`config.mk`:
```
export PLATFORM = sky130hd
export DESIGN_NAME = bidir_port_mux
export DESIGN_NICKNAME = d
export VERILOG_FILES = /design/src/rtl/xcvr_pkg.sv /design/src/rtl/xcvr_dir_ctrl.sv /design/src/rtl/xcvr_path_mux.sv /design/src/rtl/xcvr_contention.sv /design/src/rtl/bidir_port_mux.sv
export SDC_FILE = /design/constraint.sdc
export NUM_CORES = 1
export LEC_CHECK = 0
export CAP_MARGIN = 30
export CORE_AREA = 2 2 63 65
export CTS_CLUSTER_DIAMETER = 120
export DETAILED_ROUTE_END_ITERATION = 8
export DIE_AREA = 0 0 65 67
export GPL_TIMING_DRIVEN = 0
export PLACE_DENSITY = 0.77
export SLEW_MARGIN = 30
export SYNTH_ARGS = -nofsm -noshare
export SYNTH_HDL_FRONTEND = slang
export SYNTH_HIERARCHICAL = 1
export SYNTH_SLANG_ARGS = --single-unit
```
`constraint.sdc`:
```
create_clock -name clk -period 1.4 [get_ports clk]
set_input_delay 0.42 -clock clk [delete_from_list [all_inputs] [get_ports clk]]
set_output_delay 0.42 -clock clk [all_outputs]
set_load 0.02 [all_outputs]
```
`src/rtl/xcvr_pkg.sv`:
```
package xcvr_pkg;

    // One-hot path code: bit 0 = live path, bit 1 = stored path.
    typedef enum logic [1:0] {
        PATH_LIVE   = 2'b01,
        PATH_STORED = 2'b10
    } path_e;

    typedef struct packed {
        logic  en;
        path_e path;
    } dir_state_t;

    localparam int NUM_DIR = 2;
    localparam int DIR_TO_A = 0;
    localparam int DIR_TO_B = 1;

    localparam dir_state_t DIR_IDLE = '{en: 1'b0, path: PATH_LIVE};

    function automatic path_e path_of(input logic stored_req);
        return stored_req ? PATH_STORED : PATH_LIVE;
    endfunction

    function automatic logic is_live(input dir_state_t s);
        return s.en && (s.path == PATH_LIVE);
    endfunction

endpackage

```
`src/rtl/xcvr_dir_ctrl.sv`:
```
module xcvr_dir_ctrl
    import xcvr_pkg::*;
(
    input  logic       clk,
    input  logic       rst,
    input  logic       oe_req,
    input  logic       stored_req,
    output dir_state_t st
);

    dir_state_t st_q;

    always_ff @(posedge clk) begin
        if (rst) begin
            st_q <= DIR_IDLE;
        end else begin
            st_q.en   <= oe_req;
            st_q.path <= path_of(stored_req);
        end
    end

    assign st = st_q;


    en_follow_chk: assert property (@(posedge clk) disable iff (rst)
        oe_req |=> st.en);


    path_follow_chk: assert property (@(posedge clk) disable iff (rst)
        stored_req |=> (st.path == PATH_STORED));

endmodule

```
`src/rtl/xcvr_path_mux.sv`:
```
module xcvr_path_mux
    import xcvr_pkg::*;
#(
    parameter int DW = 18
) (
    input  logic          clk,
    input  logic          rst,
    input  dir_state_t    st,
    input  logic [DW-1:0] live,
    input  logic [DW-1:0] stored,
    output logic [DW-1:0] drv,
    output logic          drv_en
);

    logic [DW-1:0] gate_live;
    logic [DW-1:0] gate_stored;

    // AND-OR structure: each path is gated by its own one-hot bit.
    always_comb begin
        gate_live   = live   & {DW{st.path[0]}};
        gate_stored = stored & {DW{st.path[1]}};
        drv         = st.en ? (gate_live | gate_stored) : '0;
        drv_en      = st.en;
    end


    off_zero_chk: assert property (@(posedge clk) disable iff (rst)
        !drv_en |-> (drv == '0));


    whole_word_chk: assert property (@(posedge clk) disable iff (rst)
        drv_en |-> ((drv == live) || (drv == stored)));

endmodule

```
`src/rtl/xcvr_contention.sv`:
```
module xcvr_contention
    import xcvr_pkg::*;
(
    input  logic       clk,
    input  logic       rst,
    input  dir_state_t st_to_a,
    input  dir_state_t st_to_b,
    input  logic       a_en_req,
    input  logic       b_en_req,
    output logic       contention
);

    assign contention = is_live(st_to_a) && is_live(st_to_b);


    contention_en_chk: assert property (@(posedge clk) disable iff (rst)
        contention |-> ($past(a_en_req) && $past(b_en_req)));

endmodule

```
`src/rtl/bidir_port_mux.sv`:
```
module bidir_port_mux
    import xcvr_pkg::*;
#(
    parameter int DW = 18
) (
    input  logic          clk,
    input  logic          rst,
    input  logic          a_oe,
    input  logic          b_oe,
    input  logic          a_src_stored,
    input  logic          b_src_stored,
    input  logic [DW-1:0] a_bus_in,
    input  logic [DW-1:0] b_bus_in,
    input  logic [DW-1:0] fifo_a_q,
    input  logic [DW-1:0] fifo_b_q,
    output logic [DW-1:0] a_drv,
    output logic          a_drv_en,
    output logic [DW-1:0] b_drv,
    output logic          b_drv_en,
    output logic          contention
);

    logic          oe_v     [NUM_DIR];
    logic          sel_v    [NUM_DIR];
    logic [DW-1:0] live_v   [NUM_DIR];
    logic [DW-1:0] stored_v [NUM_DIR];
    logic [DW-1:0] drv_v    [NUM_DIR];
    logic          en_v     [NUM_DIR];
    dir_state_t    st_v     [NUM_DIR];

    // Direction toward port A: live from bus B, stored from the B-to-A FIFO.
    assign oe_v[DIR_TO_A]     = a_oe;
    assign sel_v[DIR_TO_A]    = a_src_stored;
    assign live_v[DIR_TO_A]   = b_bus_in;
    assign stored_v[DIR_TO_A] = fifo_b_q;
    // Direction toward port B: live from bus A, stored from the A-to-B FIFO.
    assign oe_v[DIR_TO_B]     = b_oe;
    assign sel_v[DIR_TO_B]    = b_src_stored;
    assign live_v[DIR_TO_B]   = a_bus_in;
    assign stored_v[DIR_TO_B] = fifo_a_q;

    for (genvar d = 0; d < NUM_DIR; d++) begin : g_dir
        xcvr_dir_ctrl u_ctrl (
            .clk        (clk),
            .rst        (rst),
            .oe_req     (oe_v[d]),
            .stored_req (sel_v[d]),
            .st         (st_v[d])
        );

        xcvr_path_mux #(.DW(DW)) u_mux (
            .clk    (clk),
            .rst    (rst),
            .st     (st_v[d]),
            .live   (live_v[d]),
            .stored (stored_v[d]),
            .drv    (drv_v[d]),
            .drv_en (en_v[d])
        );
    end

    xcvr_contention u_cont (
        .clk        (clk),
        .rst        (rst),
        .st_to_a    (st_v[DIR_TO_A]),
        .st_to_b    (st_v[DIR_TO_B]),
        .a_en_req   (a_oe),
        .b_en_req   (b_oe),
        .contention (contention)
    );

    assign a_drv    = drv_v[DIR_TO_A];
    assign a_drv_en = en_v[DIR_TO_A];
    assign b_drv    = drv_v[DIR_TO_B];
    assign b_drv_en = en_v[DIR_TO_B];


    reset_quiet_chk: assert property (@(posedge clk)
        rst |=> (!a_drv_en && !b_drv_en && !contention));


    b_indep_chk: assert property (@(posedge clk) disable iff (rst)
        b_oe |=> b_drv_en);

endmodule

```
==> impl_metrics.csv, run 1 <==
group,metric,value,unit
synth,yosysTopAreaCellShare,0.271,
synth,synth_top_family_by_area,"compound AO/OA/AOI/OAI gates",
global_route,grt_overflow,0,
placement,gp_congestion,0.691,
setup_path,criticalPathCategory,"register to output port",
synth,synthDistinctLibCells,13,
power,p_leak,1.11,nW
routing,vias,1313,
worst_hold_path,min_path_cells,2,
cells_and_area,layout-drive-gt1-share,0.502,
floorplan,die_w,65,um
timing,setup_ws,-0.247,ns
setup_path,worst_path_max_delay_cell,"dfxtp_2",
timing,hold_violations,0,
cells_and_area,fin_area,0.00239,sq mm
global_route,grt_pass1_wl,6320,um
routing,drt-pass1-iter-count,4,
floorplan,placementRows,22,
global_route,grt_max_degree,12,
synth,synthTopCellsByArea,"a22oi_2 (27%), nor2b_1 (24%), dfxtp_1 (13%), a22oi_1 (13%), buf_6 (4.9%)",
worst_hold_path,hp-start,"a_src_stored",
cells_and_area,layout.nets,317,
timing,min_period,1.65,ns
global_route,track_usage,0.192,
routing,wl,4310,um
synth,synthCells,98,
synth,synth_nets,176,
synth,synth_compound_area_frac,0.401,
synth,ys.warnings.count,6,
status,violations,"setup timing",
setup_path,path_buf_inv,3,
worst_hold_path,min_delay_worst_endpoint,"g_dir[0].u_ctrl/st[0]",
floorplan,core,0.00361,sq mm
power,irDropWorstVdd,0.000362,V
worst_hold_path,hold_class,"input pin to register",
routing,drtAntennaViolNets,0,
setup_path,required,0.98,ns
routing,drt_drc_violations_left,0,
clock_network,tritoncts,"done",
power,share_comb_of_total_power,0.587,
floorplan,ioPinCount,117,
synth,synth-seq-cells,6,
setup_path,cp.arrival,1.23,ns
clock_network,cts_sinks,6,
clock_network,h-tree-depth,1,
synth,ys_top_cells_by_count,"nor2b_1 (36), a22oi_2 (20), a22oi_1 (16)",
routing,met1_length,1480,um
setup_path,critPathTopFamily,"buffers and inverters",
timing,tightest_slew,0.210,ns
synth,synthArstFlopShare,0,
synth,synthAdderAreaFrac,0,
setup_path,path_max_fanout,6,
setup_path,endpoint_kind,"output port",
clock_network,cts_buffers,3,
setup_path,cp.depth,5,
synth,syn_avg_cell_area,9.44,sq um
power,power_frac_seq,0.173,
synth,synth-simple-area-share,0.318,
synth,yosysMostFrequentCell,"nor2b_1",
floorplan,start_util,0.256,
synth,syn_area,925,sq um
clock_network,clock_path_buffers,2,
synth,ys_seq_area_frac,0.130,
synth,synth_edf_count,0,
power,power,1.10,mW
setup_path,slowest_delay,0.32,ns
status,status,"finished, violations left",
synth,synth_top_cell_by_area,"a22oi_2",
power,p_int,757,uW
synth,synthMuxAreaShare,0,
timing,setup_viol,37,
setup_path,crit_chain,"buf_8 -> clkbuf_16 -> a22oi_2 -> nor2b_2 -> buf_6",
placement,pre_cts_slack,-0.749,ns
cells_and_area,multi_input_comb_area,734,sq um
timing,fmax,0.607,GHz
routing,routed-wl-met2,2440,um
run,cap_viol_max_count,0,
floorplan,dieArea,0.00436,sq mm
placement,hpwl,3000,um
timing,rsz0062_at_grt,"yes",
timing,drv_slew,0,
cells_and_area,postLayoutCoreUtil,0.662,
routing,wl_per_cell,15.1,um
floorplan,die_height,67,um
clock_network,cts_root_buf,"clkbuf_8",
setup_path,crit_path_start_kind,"register",
routing,drt-initial-drc-count,29,
power,clock_power_share,0.240,
synth,synth_xor_area_frac,0,
cells_and_area,fillers,320,
timing,final_min_period_over_clock_period,1.18,
power,switching_share,0.315,
clock_network,clkTransAtPathRegs,0.04,ns
cells_and_area,antenna_cells,0,
cells_and_area,area_delta_synth_final,158,%
routing,top_layer,"met4",
routing,via_per_inst,4.61,
placement,io_buffers,116,
power,p_switching,348,uW
placement,placement.cell_area,0.00215,sq mm
timing,slew_headroom,0.860,
power,powerDensity,463,mW/mm^2
cells_and_area,seq_area,133,sq um
synth,synth_ff_type,"dfxtp_1",
routing,met3WireLength,264,um
global_route,grt_pass1_vias,1463,
cells_and_area,largest_reg_flops,6,
global_route,antenna_found_initial,0,
metal layers:
metal,vias to the layer above,GRT usage
li1,641,-
met1,601,0.195
met3,10,0.0287
met4,0,0.0984
met2,61,0.375
met5,-,0
logic make-up after synthesis:
family / count (synthesis)
and+or+nand+nor: 44
DFF: 6
buffers and inverters: 12
AOI/OAI and AO/OA: 36
worst max path at each step:
stage                      endpoint                   from
after floorplan           a_drv[10]  g_dir[0].u_ctrl/st[1]
after global placement     b_drv[3]            a_bus_in[3]
after detailed placement   b_drv[6]            a_bus_in[6]
after CTS                 b_drv[11]  g_dir[1].u_ctrl/st[0]
after global routing       b_drv[2]  g_dir[1].u_ctrl/st[0]
final                      a_drv[7]  g_dir[0].u_ctrl/st[0]
through the flow:
stage | TNS (ns) | cells | hold WS, ns
2_1_floorplan | 0 | 98 | 0.492
3_3_place_gp | -26.16 | 262 | 0.933
3_5_place_dp | -26.65 | 262 | 0.941
4_1_cts | -7.28 | 280 | 0.715
5_1_grt | -8.73 | 285 | 0.744
6_report | -7.22 | 285 | 0.727
area by class of cell:
type / count / share of cell area
clock buffers: 3 / 0.0173
repair buffers: 136 / 0.526
flip-flops and latches: 6 / 0.0556
plain buffers: 12 / 0.0687
well taps: 48 / 0.0252
multi-input cells: 80 / 0.308
layout by cell type (no fill, tap or decap):
cell and n:
buf_4 45, nor2b_2 4, dlymetal6s2s_1 2, nor3b_2 1
buf_16 2, clkdlybuf4s15_2 1, nand4b_1 1, a22oi_1 2
a22oi_2 34, dfxtp_2 4, dlygate4sd2_1 70, clkdlybuf4s50_1 5
buf_8 3, nand2b_1 2, clkbuf_4 1, nor2b_1 36
clkbuf_8 3, clkbuf_16 1, buf_12 6, buf_6 11
buf_2 1, dfxtp_4 2
power groups by stage:
| stage | clock [mW] | combinational, mW | sequential [mW] |
|---|---|---|---|
| after global routing | 0.270 | 0.690 | 0.193 |
| after global placement | 0 | 0.599 | 0.195 |
| after floorplan | 0 | 0.262 | 0.192 |
| final | 0.265 | 0.648 | 0.191 |
| after detailed placement | 0 | 0.613 | 0.196 |
| after CTS | 0.256 | 0.609 | 0.193 |
what timing repair did:
| item | 4_1_cts | 5_1_grt |
|---|---|---|
| gates cloned | 2 | 2 |
| gates resized for setup | 289 | 17 |
| endpoints found under the setup margin | 39 | 39 |
| buffers inserted | 13 | 3 |
| hold endpoints to repair | 0 | 0 |
| hold buffers | 0 | 0 |
| pin swaps | 31 | 28 |
Power figures use the tool's default switching activity.
==> run 2: changes to the inputs <==
--- a/config.mk
+++ b/config.mk
@@ -6,12 +6,12 @@
 export NUM_CORES = 1
 export LEC_CHECK = 0
 export CAP_MARGIN = 30
-export CORE_AREA = 2 2 63 65
+export CORE_AREA = 2 2 61 63
 export CTS_CLUSTER_DIAMETER = 120
 export DETAILED_ROUTE_END_ITERATION = 8
-export DIE_AREA = 0 0 65 67
+export DIE_AREA = 0 0 63 65
 export GPL_TIMING_DRIVEN = 0
-export PLACE_DENSITY = 0.77
+export PLACE_DENSITY = 0.81
 export SLEW_MARGIN = 30
 export SYNTH_ARGS = -nofsm -noshare
 export SYNTH_HDL_FRONTEND = slang
==> constraint.sdc (replaced) <==
create_clock -name clk -period 2 [get_ports clk]
set_input_delay 0.6 -clock clk [delete_from_list [all_inputs] [get_ports clk]]
set_output_delay 0.6 -clock clk [all_outputs]
set_load 0.02 [all_outputs]
==> run 2 against run 1 <==
Compared with the run above:
- design area down 7.7%
- wire length shrank 18%
- critical endpoint is now a_drv[9]
- global-route usage fell by 4.2 points
- combinational power decreased by 39%
- worst hold slack improved by 0.13 ns
- non-clock buffer count is 20 lower
- largest power group unchanged
- clock power fell by 59%
- sequential power down 29%
- the run now ends clean
- core utilization shrank 3.2 points
- die area is 6.0% lower
- sequential cell count is the same
- via count fell by 8.7%
==> impl_metrics.csv, run 2 (synthesis gave the netlist of run 1 again) <==
group,metric,value,unit
clock_network,clkTransAtPathRegs,0.04,ns
global_route,grt_pass1_wl,5060,um
routing,wl_per_cell,13.3,um
power,share_comb_of_total_power,0.618,
worst_hold_path,hold_class,"input pin to register",
power,power_frac_seq,0.213,
cells_and_area,final_common_cell,"dlymetal6s2s_1",
clock_network,cts_sinks,6,
power,p_switching,202,uW
power,irDropWorstVdd,0.000300,V
setup_path,required,1.40,ns
clock_network,clock_path_buffers,2,
routing,drt_drc_violations_left,0,
floorplan,placementRows,22,
cells_and_area,layout-drive-gt1-share,0.396,
cells_and_area,layout.nets,297,
power,powerDensity,289,mW/mm^2
floorplan,core,0.00350,sq mm
timing,min_period,1.99,ns
placement,io_buffers,116,
timing,slew_headroom,0.836,
floorplan,ioPinCount,117,
power,p_leak,1.27,nW
floorplan,dieArea,0.00410,sq mm
setup_path,endpoint_kind,"output port",
cells_and_area,area_delta_synth_final,138,%
timing,fmax,0.504,GHz
setup_path,setup.worst_path.end,"a_drv[9]",
global_route,grt_pass1_vias,1090,
run,cap_viol_max_count,0,
timing,final_min_period_over_clock_period,0.993,
timing,hold_ws,0.860,ns
floorplan,die_height,65,um
cells_and_area,most-common-layout-cells,"dlymetal6s2s_1 (43), nor2b_1 (36), buf_4 (35)",
cells_and_area,antenna_cells,0,
routing,vias,1199,
routing,drt-initial-drc-count,29,
routing,wl,3530,um
clock_network,cts_root_buf,"clkbuf_4",
placement,hpwl,2740,um
power,p_int,434,uW
timing,drv_slew,0,
routing,drt-pass1-iter-count,4,
routing,via_per_inst,4.52,
global_route,grt_overflow,0,
clock_network,cts_buffers,3,
placement,gp_congestion,0.739,
setup_path,crit_chain,"clkdlybuf4s50_1 -> a22oi_2 -> nor2b_1 -> buf_4",
setup_path,timing.critical_path.from,"fifo_b_q[9]",
setup_path,worst_path_max_delay_cell,"clkdlybuf4s50_1",
global_route,grt_max_degree,12,
timing,tightest_slew,0.246,ns
setup_path,criticalPathCategory,"input pin to output port",
setup_path,cp.arrival,1.39,ns
floorplan,start_util,0.264,
timing,setup_viol,0,
power,power,636,uW
clock_network,h-tree-depth,1,
clock_network,tritoncts,"done",
global_route,antenna_found_initial,0,
power,clock_power_share,0.169,
timing,setup_tns,0,ns
status,status,"completed",
floorplan,die_w,63,um
setup_path,crit_path_start_kind,"input pin",
global_route,track_usage,0.150,
setup_path,slowest_delay,0.47,ns
cells_and_area,largest_reg_flops,6,
timing,hold_violations,0,
setup_path,path_max_fanout,1,
routing,drtAntennaViolNets,0,
power,switching_share,0.318,
[run 2: cell count changes in the layout (fill, tap and decap cells not counted), sizes merged]
cell / previous run / this run
dlymetal6s2s: 2 / 43
clkbuf: 5 / 4
dlygate4sd2: 70 / 21
clkdlybuf4s15: 1 / 0
buf: 68 / 48
clkdlybuf4s50: 5 / 15
[run 2: cell type report]
class / instances / area (sq um)
flip-flops and latches: 6 / 123
repair buffers: 116 / 1160
plain buffers: 12 / 140
clock buffers: 3 / 22.5
well taps: 48 / 60.1
multi-input cells: 80 / 699
fillers: 325 / 1290
[run 2: worst min-delay path by stage]
stage	to	startpoint	slack, ns	depth (start not counted)
finish	g_dir[1].u_ctrl/st[0]	b_src_stored	0.86	2
detailed placement	g_dir[1].u_ctrl/st[0]	b_src_stored	1.11	2
CTS	g_dir[1].u_ctrl/st[0]	b_src_stored	0.86	2
floorplan	g_dir[0].u_ctrl/st[1]	rst	0.67	1
global route	g_dir[1].u_ctrl/st[0]	b_src_stored	0.87	2
global placement	g_dir[0].u_ctrl/st[0]	a_src_stored	1.11	2
[run 2: timing repair]
| item | in CTS | in global routing |
|---|---|---|
| resized for setup | 203 | 56 |
| setup endpoints to repair | 39 | 32 |
| hold buffers | 0 | 0 |
| pin swaps | 18 | 8 |
| setup buffers | 0 | 0 |
[run 2: through the flow]
step | util | setup slack, ns | cells | cell area (sq um)
after floorplan | - | 0.416 | 98 | 925
after global placement | 0.614 | -0.478 | 262 | 2150
after detailed placement | 0.614 | -0.512 | 262 | 2150
after CTS | 0.587 | -0.00833 | 265 | 2050
after global routing | 0.630 | -0.00645 | 265 | 2200
final | 0.630 | 0.0145 | 265 | 2200
[run 2: power groups by stage]
stage | clock network (mW) | registers (mW) | logic, mW
floorplan | 0 | 0.134 | 0.183
global placement | 0 | 0.137 | 0.420
detailed placement | 0 | 0.137 | 0.425
CTS | 0.111 | 0.136 | 0.398
global route | 0.118 | 0.137 | 0.418
finish | 0.108 | 0.135 | 0.393
[run 2: worst max-delay path: cells and delay by family]
kind                   cells  cell delay, ns
AOI/OAI and AO/OA          1            0.05
buffers and inverters      2            0.62
and+or+nand+nor            1            0.11
[run 2: routing by layer]
| layer | track usage | wire length (um) | share of wire |
|---|---|---|---|
| met5 | 0 | 0 | 0 |
| met4 | 0.0417 | 41 | 0.012 |
| met1 | 0.174 | 1320 | 0.37 |
| met2 | 0.278 | 1940 | 0.55 |
| met3 | 0.0278 | 233 | 0.066 |
